--- config.mk ---
export PLATFORM = sky130hd
export DESIGN_NAME = vco_period_lock
export DESIGN_NICKNAME = d
export VERILOG_FILES = /design/src/rtl/vpl_pkg.sv /design/src/rtl/vpl_edge_sync.sv /design/src/rtl/vpl_dac_stepper.sv /design/src/rtl/vco_period_lock.sv
export SDC_FILE = /design/constraint.sdc
export NUM_CORES = 1
export LEC_CHECK = 0
export BUFFER_PORTS_ARGS = -buffer_cell sky130_fd_sc_hd__buf_2
export CAP_MARGIN = 10
export CORE_ASPECT_RATIO = 1.1
export CORE_MARGIN = 2
export CORE_UTILIZATION = 48
export CTS_BUF_LIST = sky130_fd_sc_hd__clkbuf_2 sky130_fd_sc_hd__clkbuf_4 sky130_fd_sc_hd__clkbuf_8
export DETAILED_ROUTE_END_ITERATION = 7
export GPL_TIMING_DRIVEN = 0
export PLACE_DENSITY_LB_ADDON = 0.15
export SLEW_MARGIN = 25
export SYNTH_ARGS = -nofsm -noshare
export SYNTH_HDL_FRONTEND = slang
export SYNTH_HIERARCHICAL = 1
export SYNTH_SLANG_ARGS = --single-unit
export TNS_END_PERCENT = 20
--- constraint.sdc ---
create_clock -name clk -period 10 [get_ports clk]
set_input_delay 1 -clock clk [delete_from_list [all_inputs] [get_ports clk]]
set_output_delay 1 -clock clk [all_outputs]
set_load 0.01 [all_outputs]
--- src/rtl/vpl_pkg.sv ---
package vpl_pkg;
    typedef enum logic [1:0] {
        ST_IDLE,
        ST_WAIT,
        ST_SETTLE,
        ST_MEASURE
    } vpl_state_e;
endpackage

--- src/rtl/vpl_edge_sync.sv ---
module vpl_edge_sync (
    input  logic clk,
    input  logic rst_n,
    input  logic async_i,
    output logic rise_o
);
    typedef struct packed {
        logic [2:0] sh;
    } sync_t;

    sync_t s_d, s_q;

    always_comb begin
        s_d    = s_q;
        s_d.sh = {s_q.sh[1:0], async_i};
    end

    always_ff @(posedge clk or negedge rst_n) begin
        if (!rst_n) s_q <= '0;
        else        s_q <= s_d;
    end

    // sh[1] is the second synchronizer stage; sh[2] holds its previous value
    assign rise_o = s_q.sh[1] & ~s_q.sh[2];
endmodule

--- src/rtl/vpl_dac_stepper.sv ---
module vpl_dac_stepper #(
    parameter int            DAC_W    = 12,
    parameter logic [11:0]   DAC_INIT = 12'h800
) (
    input  logic             clk,
    input  logic             rst_n,
    input  logic             step_en_i,
    input  logic             step_up_i,
    output logic [DAC_W-1:0] dac_o,
    output logic             upd_o
);
    localparam logic [DAC_W-1:0] DAC_MAX = '1;
    localparam logic [DAC_W-1:0] DAC_MIN = '0;

    typedef struct packed {
        logic [DAC_W-1:0] dac;
        logic             upd;
    } step_t;

    step_t s_d, s_q;

    always_comb begin
        s_d     = s_q;
        s_d.upd = 1'b0;
        if (step_en_i) begin
            if (step_up_i && s_q.dac != DAC_MAX) begin
                s_d.dac = s_q.dac + DAC_W'(1);
                s_d.upd = 1'b1;
            end else if (!step_up_i && s_q.dac != DAC_MIN) begin
                s_d.dac = s_q.dac - DAC_W'(1);
                s_d.upd = 1'b1;
            end
        end
    end

    always_ff @(posedge clk or negedge rst_n) begin
        if (!rst_n) begin
            s_q.dac <= DAC_INIT[DAC_W-1:0];
            s_q.upd <= 1'b0;
        end else begin
            s_q <= s_d;
        end
    end

    assign dac_o = s_q.dac;
    assign upd_o = s_q.upd;

    assert_unit_step_R6: assert property (@(posedge clk) disable iff (!rst_n)
        (dac_o != $past(dac_o)) |->
            ((dac_o == $past(dac_o) + DAC_W'(1)) || (dac_o == $past(dac_o) - DAC_W'(1))));

    assert_strobe_on_change_R9: assert property (@(posedge clk) disable iff (!rst_n)
        upd_o == (dac_o != $past(dac_o)));

    assert_sat_high_R8: assert property (@(posedge clk) disable iff (!rst_n)
        (step_en_i && step_up_i && dac_o == DAC_MAX) |=> (dac_o == DAC_MAX));

    assert_sat_low_R8: assert property (@(posedge clk) disable iff (!rst_n)
        (step_en_i && !step_up_i && dac_o == DAC_MIN) |=> (dac_o == DAC_MIN));
endmodule

--- src/rtl/vco_period_lock.sv ---
module vco_period_lock #(
    parameter int          WINDOW_LOG2     = 15,
    parameter int          CNT_W           = 16,
    parameter int          DAC_W           = 12,
    parameter logic [11:0] DAC_INIT        = 12'h800,
    parameter int          STARTUP_CYCLES  = 1000000,
    parameter int          DEADBAND        = 1,
    parameter bit          LONG_RAISES_DAC = 1'b1
) (
    input  logic             clk,
    input  logic             rst_n,
    input  logic             vco_in,
    input  logic             enable,
    input  logic [CNT_W-1:0] target_count,
    output logic [DAC_W-1:0] dac_word,
    output logic             dac_update,
    output logic             locked
);
    import vpl_pkg::*;

    localparam int                      WAIT_W   = $clog2(STARTUP_CYCLES + 1);
    localparam logic [WAIT_W-1:0]       WAIT_END = WAIT_W'(STARTUP_CYCLES - 1);
    localparam logic [WINDOW_LOG2-1:0]  EDGE_END = '1;
    localparam logic signed [CNT_W-1:0] DB_POS   = CNT_W'(DEADBAND);
    localparam logic signed [CNT_W-1:0] DB_NEG   = -DB_POS;

    typedef struct packed {
        vpl_state_e             state;
        logic [WAIT_W-1:0]      wait_cnt;
        logic [WINDOW_LOG2-1:0] edge_cnt;
        logic [CNT_W-1:0]       cyc_cnt;
        logic                   locked;
    } ctl_t;

    ctl_t s_d, s_q;
    logic vco_rise;
    logic step_en, step_up;
    logic [CNT_W-1:0]        meas;
    logic signed [CNT_W-1:0] diff;

    vpl_edge_sync u_sync (
        .clk     (clk),
        .rst_n   (rst_n),
        .async_i (vco_in),
        .rise_o  (vco_rise)
    );

    // cyc_cnt restarts at zero the cycle after the opening edge
    assign meas = s_q.cyc_cnt + CNT_W'(1);
    assign diff = $signed(meas - target_count);

    always_comb begin
        s_d     = s_q;
        step_en = 1'b0;
        step_up = 1'b0;
        if (!enable) begin
            s_d.state    = ST_IDLE;
            s_d.wait_cnt = '0;
            s_d.edge_cnt = '0;
            s_d.cyc_cnt  = '0;
            s_d.locked   = 1'b0;
        end else begin
            unique case (s_q.state)
                ST_IDLE: begin
                    s_d.wait_cnt = '0;
                    s_d.state    = ST_WAIT;
                end
                ST_WAIT: begin
                    if (s_q.wait_cnt == WAIT_END) begin
                        s_d.state    = ST_SETTLE;
                        s_d.edge_cnt = '0;
                    end else begin
                        s_d.wait_cnt = s_q.wait_cnt + WAIT_W'(1);
                    end
                end
                ST_SETTLE: begin
                    if (vco_rise) begin
                        if (s_q.edge_cnt == EDGE_END) begin
                            s_d.state    = ST_MEASURE;
                            s_d.edge_cnt = '0;
                            s_d.cyc_cnt  = '0;
                        end else begin
                            s_d.edge_cnt = s_q.edge_cnt + WINDOW_LOG2'(1);
                        end
                    end
                end
                ST_MEASURE: begin
                    s_d.cyc_cnt = s_q.cyc_cnt + CNT_W'(1);
                    if (vco_rise) begin
                        if (s_q.edge_cnt == EDGE_END) begin
                            s_d.state    = ST_SETTLE;
                            s_d.edge_cnt = '0;
                            if (diff > DB_POS) begin
                                step_en    = 1'b1;
                                step_up    = LONG_RAISES_DAC;
                                s_d.locked = 1'b0;
                            end else if (diff < DB_NEG) begin
                                step_en    = 1'b1;
                                step_up    = !LONG_RAISES_DAC;
                                s_d.locked = 1'b0;
                            end else begin
                                s_d.locked = 1'b1;
                            end
                        end else begin
                            s_d.edge_cnt = s_q.edge_cnt + WINDOW_LOG2'(1);
                        end
                    end
                end
                default: s_d.state = ST_IDLE;
            endcase
        end
    end

    always_ff @(posedge clk or negedge rst_n) begin
        if (!rst_n) begin
            s_q.state    <= ST_IDLE;
            s_q.wait_cnt <= '0;
            s_q.edge_cnt <= '0;
            s_q.cyc_cnt  <= '0;
            s_q.locked   <= 1'b0;
        end else begin
            s_q <= s_d;
        end
    end

    vpl_dac_stepper #(
        .DAC_W    (DAC_W),
        .DAC_INIT (DAC_INIT)
    ) u_stepper (
        .clk       (clk),
        .rst_n     (rst_n),
        .step_en_i (step_en),
        .step_up_i (step_up),
        .dac_o     (dac_word),
        .upd_o     (dac_update)
    );

    assign locked = s_q.locked;

    assert_hold_when_off_R2: assert property (@(posedge clk) disable iff (!rst_n)
        !enable |=> $stable(dac_word));

    assert_unlocked_when_off_R2: assert property (@(posedge clk) disable iff (!rst_n)
        !enable |=> !locked);

    assert_lock_without_step_R5: assert property (@(posedge clk) disable iff (!rst_n)
        $rose(locked) |-> !dac_update);

    assert_no_step_while_off_R2: assert property (@(posedge clk) disable iff (!rst_n)
        !enable |=> !dac_update);
endmodule

==> impl_metrics.py, run 1 <==
metrics = {
    "worst_setup_path": {
        "end_kind": "register",
        "worst-setup-path-type": "register to register",
        "cp.required_ps": 10210,
        "cp_max_fo": 10,
        "crit_arrival_ps": 5750,
        "startpoint_type": "register",
    },
    "clocking": {
        "hold_buffers": 0,
        "cts_buffers": 9,
        "root_buffer": "clkbuf_8",
        "insertion_delay_ps": 330,
        "ctsResizeCount": 0,
        "cts.clk_slew.worst_paths_ps": 80,
        "post_cts_buffers": 0,
        "htree_levels": 3,
        "cts_buffer_depth": 2,
        "cts_tree": "done",
        "cts.sinks": 70,
    },
    "route": {
        "viasPerCell": 5.83,
        "routed_wirelength_um": 12200,
        "via_count": 4832,
        "detail_route.iter0.violations": 218,
        "drc": 0,
        "firstDrtPassIters": 4,
        "ant_nets": 0,
        "wl_per_cell_um": 14.8,
    },
    "logic_synthesis": {
        "synth_area_um2": 5370,
        "synthTopCellsByArea": "dfrtp_1 32%, o21ai_0 5.7%, ha_1 5.6%, nand2_1 4.5%, nor2_1 4.3%",
        "synth.net_count": 678,
        "yosysUniqueCellTypes": 83,
        "synth_edf_count": 0,
        "postSynthCellCount": 633,
        "ys_warn_count": 6,
        "avgSynthCellArea_um2": 8.48,
        "async_flop_share_pct": 100,
        "synth_top_area_cell": "dfrtp_1",
        "synth_flop_cell": "dfrtp_1",
        "synth_top_area_share_pct": 32.2,
        "ys_seq_area_share_pct": 32.6,
        "ys_ff_latch": 70,
    },
    "floorplan": {
        "rows": 40,
        "dieWidth_um": 105,
        "coreArea_um2": 10900,
        "die-area_um2": 12100,
        "initial_core_util_pct": 49.2,
        "die_h_um": 115,
        "ios": 34,
    },
    "sta": {
        "tightest_slew_ps": 922,
        "fmax_mhz": 181,
        "finalHoldViolCount": 0,
        "setup_violations": 0,
        "rsz0062_at_grt": "false",
        "finalSetupTns_ps": 0,
        "fin_ws_ps": 4460,
        "slew_headroom_pct": 37.7,
        "skew_ps": 10.8,
        "fin_crit_sh_pct": 55.4,
        "maxSlewViolCount": 0,
        "fin_crit_ps": 5540,
    },
    "power_and_ir_drop": {
        "power.density_nw_per_um2": 117,
        "vdd_drop_max_mv": 0.0907,
        "power.switching_w": 0.000221,
        "p_clk_share_pct": 33.4,
        "seq_power_share_pct": 42.8,
        "internal_power_w": 0.000478,
        "finalPower_w": 0.000699,
        "combPwrFrac_pct": 23.9,
        "p_leak_nw": 2.67,
        "swShare_pct": 31.6,
    },
    "placement": {
        "io_buffers": 32,
        "pre_cts_slack_ps": 4600,
        "post-place-cells": 813,
        "gp_congestion": 0.948,
        "dp_hpwl_um": 9190,
    },
    "global_route": {
        "grt.overflow.total": 0,
        "grt_max_degree": 47,
        "grt_pass1_vias": 4641,
        "grt.total_usage_pct": 21.1,
        "grt_antenna_before_repair": 0,
        "grt_pass1_wl_um": 21400,
    },
    "cells_and_area": {
        "instances_no_fill": 829,
        "nNetsFinal": 722,
        "drive_gt1_share_pct": 14.2,
        "n_antenna_cell": 0,
        "final_cell_mix": "69 x dfrtp_1, 65 x nand2_1, 62 x nor2_1",
        "area_growth_pct": 10.8,
        "layout_commonest_cell": "dfrtp_1",
    },
    "run": {
        "max_cap_violations": 0,
    },
    "min_path": {
        "hp-class": "register to register",
    },
    "run_status": {
        "status": "finished, final reports clean",
    },
}
==> sequential cells by signal (all words and copies together) (netlist names) <==
name             count
u_stepper/upd_o      1
locked               1
u_stepper/dac_o     12
u_sync/s_q           3
s_q                 53
==> kinds of logic after synthesis <==
kind of cell,count (synthesis),synth area share (%)
muxes,6,1.16
xor gates and xnor gates,41,6.69
buffers and inverters,58,4.78
DFF,70,32.6
AOI/OAI and AO/OA,171,22.4
and+or+nand+nor,262,26.3
adders and majority gates,25,5.96
==> final cells by class <==
| cell class | count | area (um2) |
|---|---|---|
| fillers | 1062 | 4960 |
| inverters | 34 | 128 |
| flip-flops and latches | 70 | 1750 |
| well taps | 147 | 184 |
| plain buffers | 24 | 129 |
| multi-input cells | 505 | 3360 |
| repair buffers | 33 | 190 |
| clock buffers | 12 | 159 |
| clock inverters | 4 | 45.0 |
==> critical path, stage by stage (launching register included) <==
cell      delay (ps)
dfrtp_1          440
ha_1             220
nand3_1          110
inv_1             70
nand3_1          160
nor2_1           330
nand3_1          140
xnor2_1          310
ha_1             370
a21oi_1          280
o21ai_0          170
nor4_1           340
or3_1            210
and2_1           200
nor4b_1          770
clkbuf_1         490
o31ai_1          310
nor3_1           250
o21ai_2          100
xnor2_1          140
==> power by group through the flow <==
stage | clock (W) | combinational (W) | sequential [W]
finish | 0.000233 | 0.000167 | 0.000299
global route | 0.000251 | 0.000190 | 0.000300
global placement | 0 | 0.000162 | 0.000303
floorplan | 0 | 0.000121 | 0.000302
CTS | 0.000240 | 0.000168 | 0.000299
detailed placement | 0 | 0.000166 | 0.000304
==> cells in the mapped netlist (6+ instances only) <==
library cell and count:
nand3_1 38, nand2_1 65, nor3_1 8, nor4_1 6, o31ai_1 7, ha_1 24, a21oi_1 15, and3_1 10
clkbuf_1 13, o21ai_1 8, xor2_1 22, o21ai_0 61, a21o_1 10, nand4_1 14, nand2b_1 7, a31oi_1 10
nor2_1 62, dfrtp_1 69, xnor2_1 19, buf_2 7, inv_1 34
==> layer usage <==
metal  up-vias  GRT usage [%]  wire (um)
li1       2391              -          -
met1      2337           27.8       5830
met2        90           36.1       5820
met3        14           3.12        401
met4         0           6.76        187
met5         -              0          0
==> stage by stage <==
step           hold slack (ps)  cell area [um2]  util (%)
6_report                   352             5950      54.5
5_1_grt                    365             5950      54.5
3_5_place_dp               338             5740      52.6
3_3_place_gp               342             5710      52.4
2_1_floorplan              331             5370         -
4_1_cts                    353             5950      54.5
==> path summary, 6_finish.rpt <==
kind / start / end / slack (ps) / cells past startpoint
worst max-delay path: s_q[1]$_DFFE_PN0P_ / u_stepper/dac_o[5]$_DFFE_PN0P_ / 4460 / 19
worst min-delay path: u_sync/s_q[0]$_DFF_PN0_ / u_sync/s_q[1]$_DFF_PN0_ / 350 / 0
worst max register to register: s_q[1]$_DFFE_PN0P_ / u_stepper/dac_o[5]$_DFFE_PN0P_ / 4460 / 19
worst min register to register: u_sync/s_q[0]$_DFF_PN0_ / u_sync/s_q[1]$_DFF_PN0_ / 350 / 0
max in group asynchronous: rst_n / s_q[42]$_DFFE_PN0P_ / 8890 / 2
min in group asynchronous: rst_n / s_q[22]$_DFFE_PN0P_ / 560 / 1
No activity file was read; power rests on OpenSTA's default activity.
==> run 2, diff against run 1 <==
==> constraint.sdc (replaced) <==
create_clock -name clk -period 4.95 [get_ports clk]
set_input_delay 0.495 -clock clk [delete_from_list [all_inputs] [get_ports clk]]
set_output_delay 0.495 -clock clk [all_outputs]
set_load 0.01 [all_outputs]
==> impl_metrics.py, run 2 (synthesis results as in run 1) <==
metrics = {
    "sta": {
        "maxSlewViolCount": 0,
        "skew_ps": 10.8,
        "fin_crit_sh_pct": 93.6,
        "tightest_slew_ps": 731,
        "finalHoldViolCount": 0,
        "rsz0062_at_grt": "true",
        "slew_headroom_pct": 50.8,
        "setup_violations": 0,
        "fmax_mhz": 216,
        "fin_crit_ps": 4630,
        "fin_ws_ps": 318,
        "hold_ws_ps": 58.8,
    },
    "run": {
        "max_cap_violations": 0,
    },
    "worst_setup_path": {
        "crit_arrival_ps": 4890,
        "r2r_slack_ps": 320,
        "end_kind": "register",
        "startpoint_type": "register",
        "cp_max_fo": 10,
        "cp.required_ps": 5200,
        "worst-setup-path-type": "register to register",
    },
    "placement": {
        "pre_cts_slack_ps": -451,
        "gp_congestion": 0.948,
        "io_buffers": 32,
        "post_dp_cell_area_um2": 5740,
        "post-place-cells": 813,
        "dp_hpwl_um": 9190,
    },
    "global_route": {
        "grt_max_degree": 47,
        "grt_pass1_wl_um": 21400,
        "grt_antenna_before_repair": 0,
        "grt_pass1_vias": 4637,
        "grt.total_usage_pct": 21.1,
        "grt.overflow.total": 0,
    },
    "route": {
        "ant_nets": 0,
        "routed_wirelength_um": 12300,
        "detail_route.iter0.violations": 223,
        "wl_per_cell_um": 14.8,
        "viasPerCell": 5.79,
        "via_count": 4807,
        "firstDrtPassIters": 5,
        "drc": 0,
    },
    "cells_and_area": {
        "instances_no_fill": 830,
        "final_design_area_no_fill_um2": 6000,
        "area_growth_pct": 11.8,
        "nNetsFinal": 723,
        "nFillCells": 1050,
        "n_antenna_cell": 0,
        "largest_reg_flops": 53,
        "final_cell_mix": "69 x dfrtp_1, 65 x nand2_1, 61 x nor2_1, 61 x o21ai_0, 39 x buf_2",
        "regMostFlops": "s_q",
        "drive_gt1_share_pct": 15.4,
        "layout_commonest_cell": "dfrtp_1",
    },
    "power_and_ir_drop": {
        "vdd_drop_max_mv": 0.183,
        "seq_power_share_pct": 42.7,
        "internal_power_w": 0.000966,
        "finalPower_w": 0.00141,
        "p_clk_share_pct": 33.3,
        "combPwrFrac_pct": 23.9,
        "power.density_nw_per_um2": 235,
        "power.switching_w": 0.000447,
        "p_leak_nw": 2.71,
        "swShare_pct": 31.7,
    },
    "clocking": {
        "cts_buffer_depth": 2,
        "insertion_delay_ps": 330,
        "cts_buffers": 9,
        "cts.sinks": 70,
        "htree_levels": 3,
        "root_buffer": "clkbuf_8",
        "cts.clk_slew.worst_paths_ps": 80,
        "cts_tree": "done",
    },
    "floorplan": {
        "dieWidth_um": 105,
        "die-area_um2": 12100,
        "die_h_um": 115,
        "coreArea_um2": 10900,
        "initial_core_util_pct": 49.2,
        "rows": 40,
        "ios": 34,
    },
    "run_status": {
        "status": "finished, final reports clean",
    },
    "min_path": {
        "hp-class": "input pin to async pin",
    },
}
run 2: cell count changes in the layout (fill, tap and decap cells not counted), sizes merged:
cell | before | now
buf | 44 | 46
clkbuf | 25 | 24
run 2: path summary, 6_finish.rpt:
kind                       cells after the start                        endpoint               startpoint
setup / recovery                              18  u_stepper/dac_o[3]$_DFFE_PN0P_       s_q[1]$_DFFE_PN0P_
hold / removal                                 1             s_q[22]$_DFFE_PN0P_                    rst_n
setup reg to reg                              18  u_stepper/dac_o[3]$_DFFE_PN0P_       s_q[1]$_DFFE_PN0P_
hold reg to reg                                0         u_sync/s_q[1]$_DFF_PN0_  u_sync/s_q[0]$_DFF_PN0_
max in group asynchronous                      2             s_q[42]$_DFFE_PN0P_                    rst_n
min in group clk                               1         u_sync/s_q[0]$_DFF_PN0_                   vco_in
run 2: power by group through the flow:
stage | combinational [W] | sequential [W] | clock, W
3_3_place_gp | 0.000326 | 0.000613 | 0
5_1_grt | 0.000385 | 0.000605 | 0.000507
4_1_cts | 0.000339 | 0.000603 | 0.000486
6_report | 0.000338 | 0.000604 | 0.000471
2_1_floorplan | 0.000245 | 0.000611 | 0
3_5_place_dp | 0.000336 | 0.000614 | 0
run 2: through the flow:
stage / TNS [ps] / util (%)
finish: 0 / 55.0
global route: -51.5 / 55.0
CTS: 0 / 54.6
detailed placement: -2520 / 52.6
global placement: -2360 / 52.4
floorplan: 0 / -
run 2: per-layer routing:
layer  track usage (%)  wire (um)  vias up
met5                 0          0        -
met4              6.76        182        0
met3              3.12        485       13
met2              36.1       5810       95
met1              27.8       5810     2307
li1                  -          -     2392
run 2: cell type report:
cell class	count	area, um2	area share (%)
Multi-Input combinational cell	505	3400	56.7
Sequential cell	70	1750	29.2
Timing Repair Buffer	34	198	3.29
Tap cell	147	184	3.06
Clock buffer	12	159	2.65
Buffer	24	134	2.23
Inverter	34	128	2.13
Clock inverter	4	45.0	0.750
run 2: critical path, cell delays in order (launching register included):
cell,delay (ps)
dfrtp_1,430
ha_1,220
nand3_1,110
inv_1,70
nand3_1,180
nor2_2,250
nand3_1,150
xnor2_2,190
ha_1,410
a21oi_2,110
o21ai_0,250
a21oi_1,90
or3_1,430
and2_1,220
a2111oi_2,520
clkbuf_4,320
nand2_1,100
o21ai_0,290
xor2_1,190
run 2: timing repair:
action                     4_1_cts  5_1_grt
setup endpoints to repair       12       13
hold buffers                     0        0
setup buffers                    0        1
resized for setup                2       11
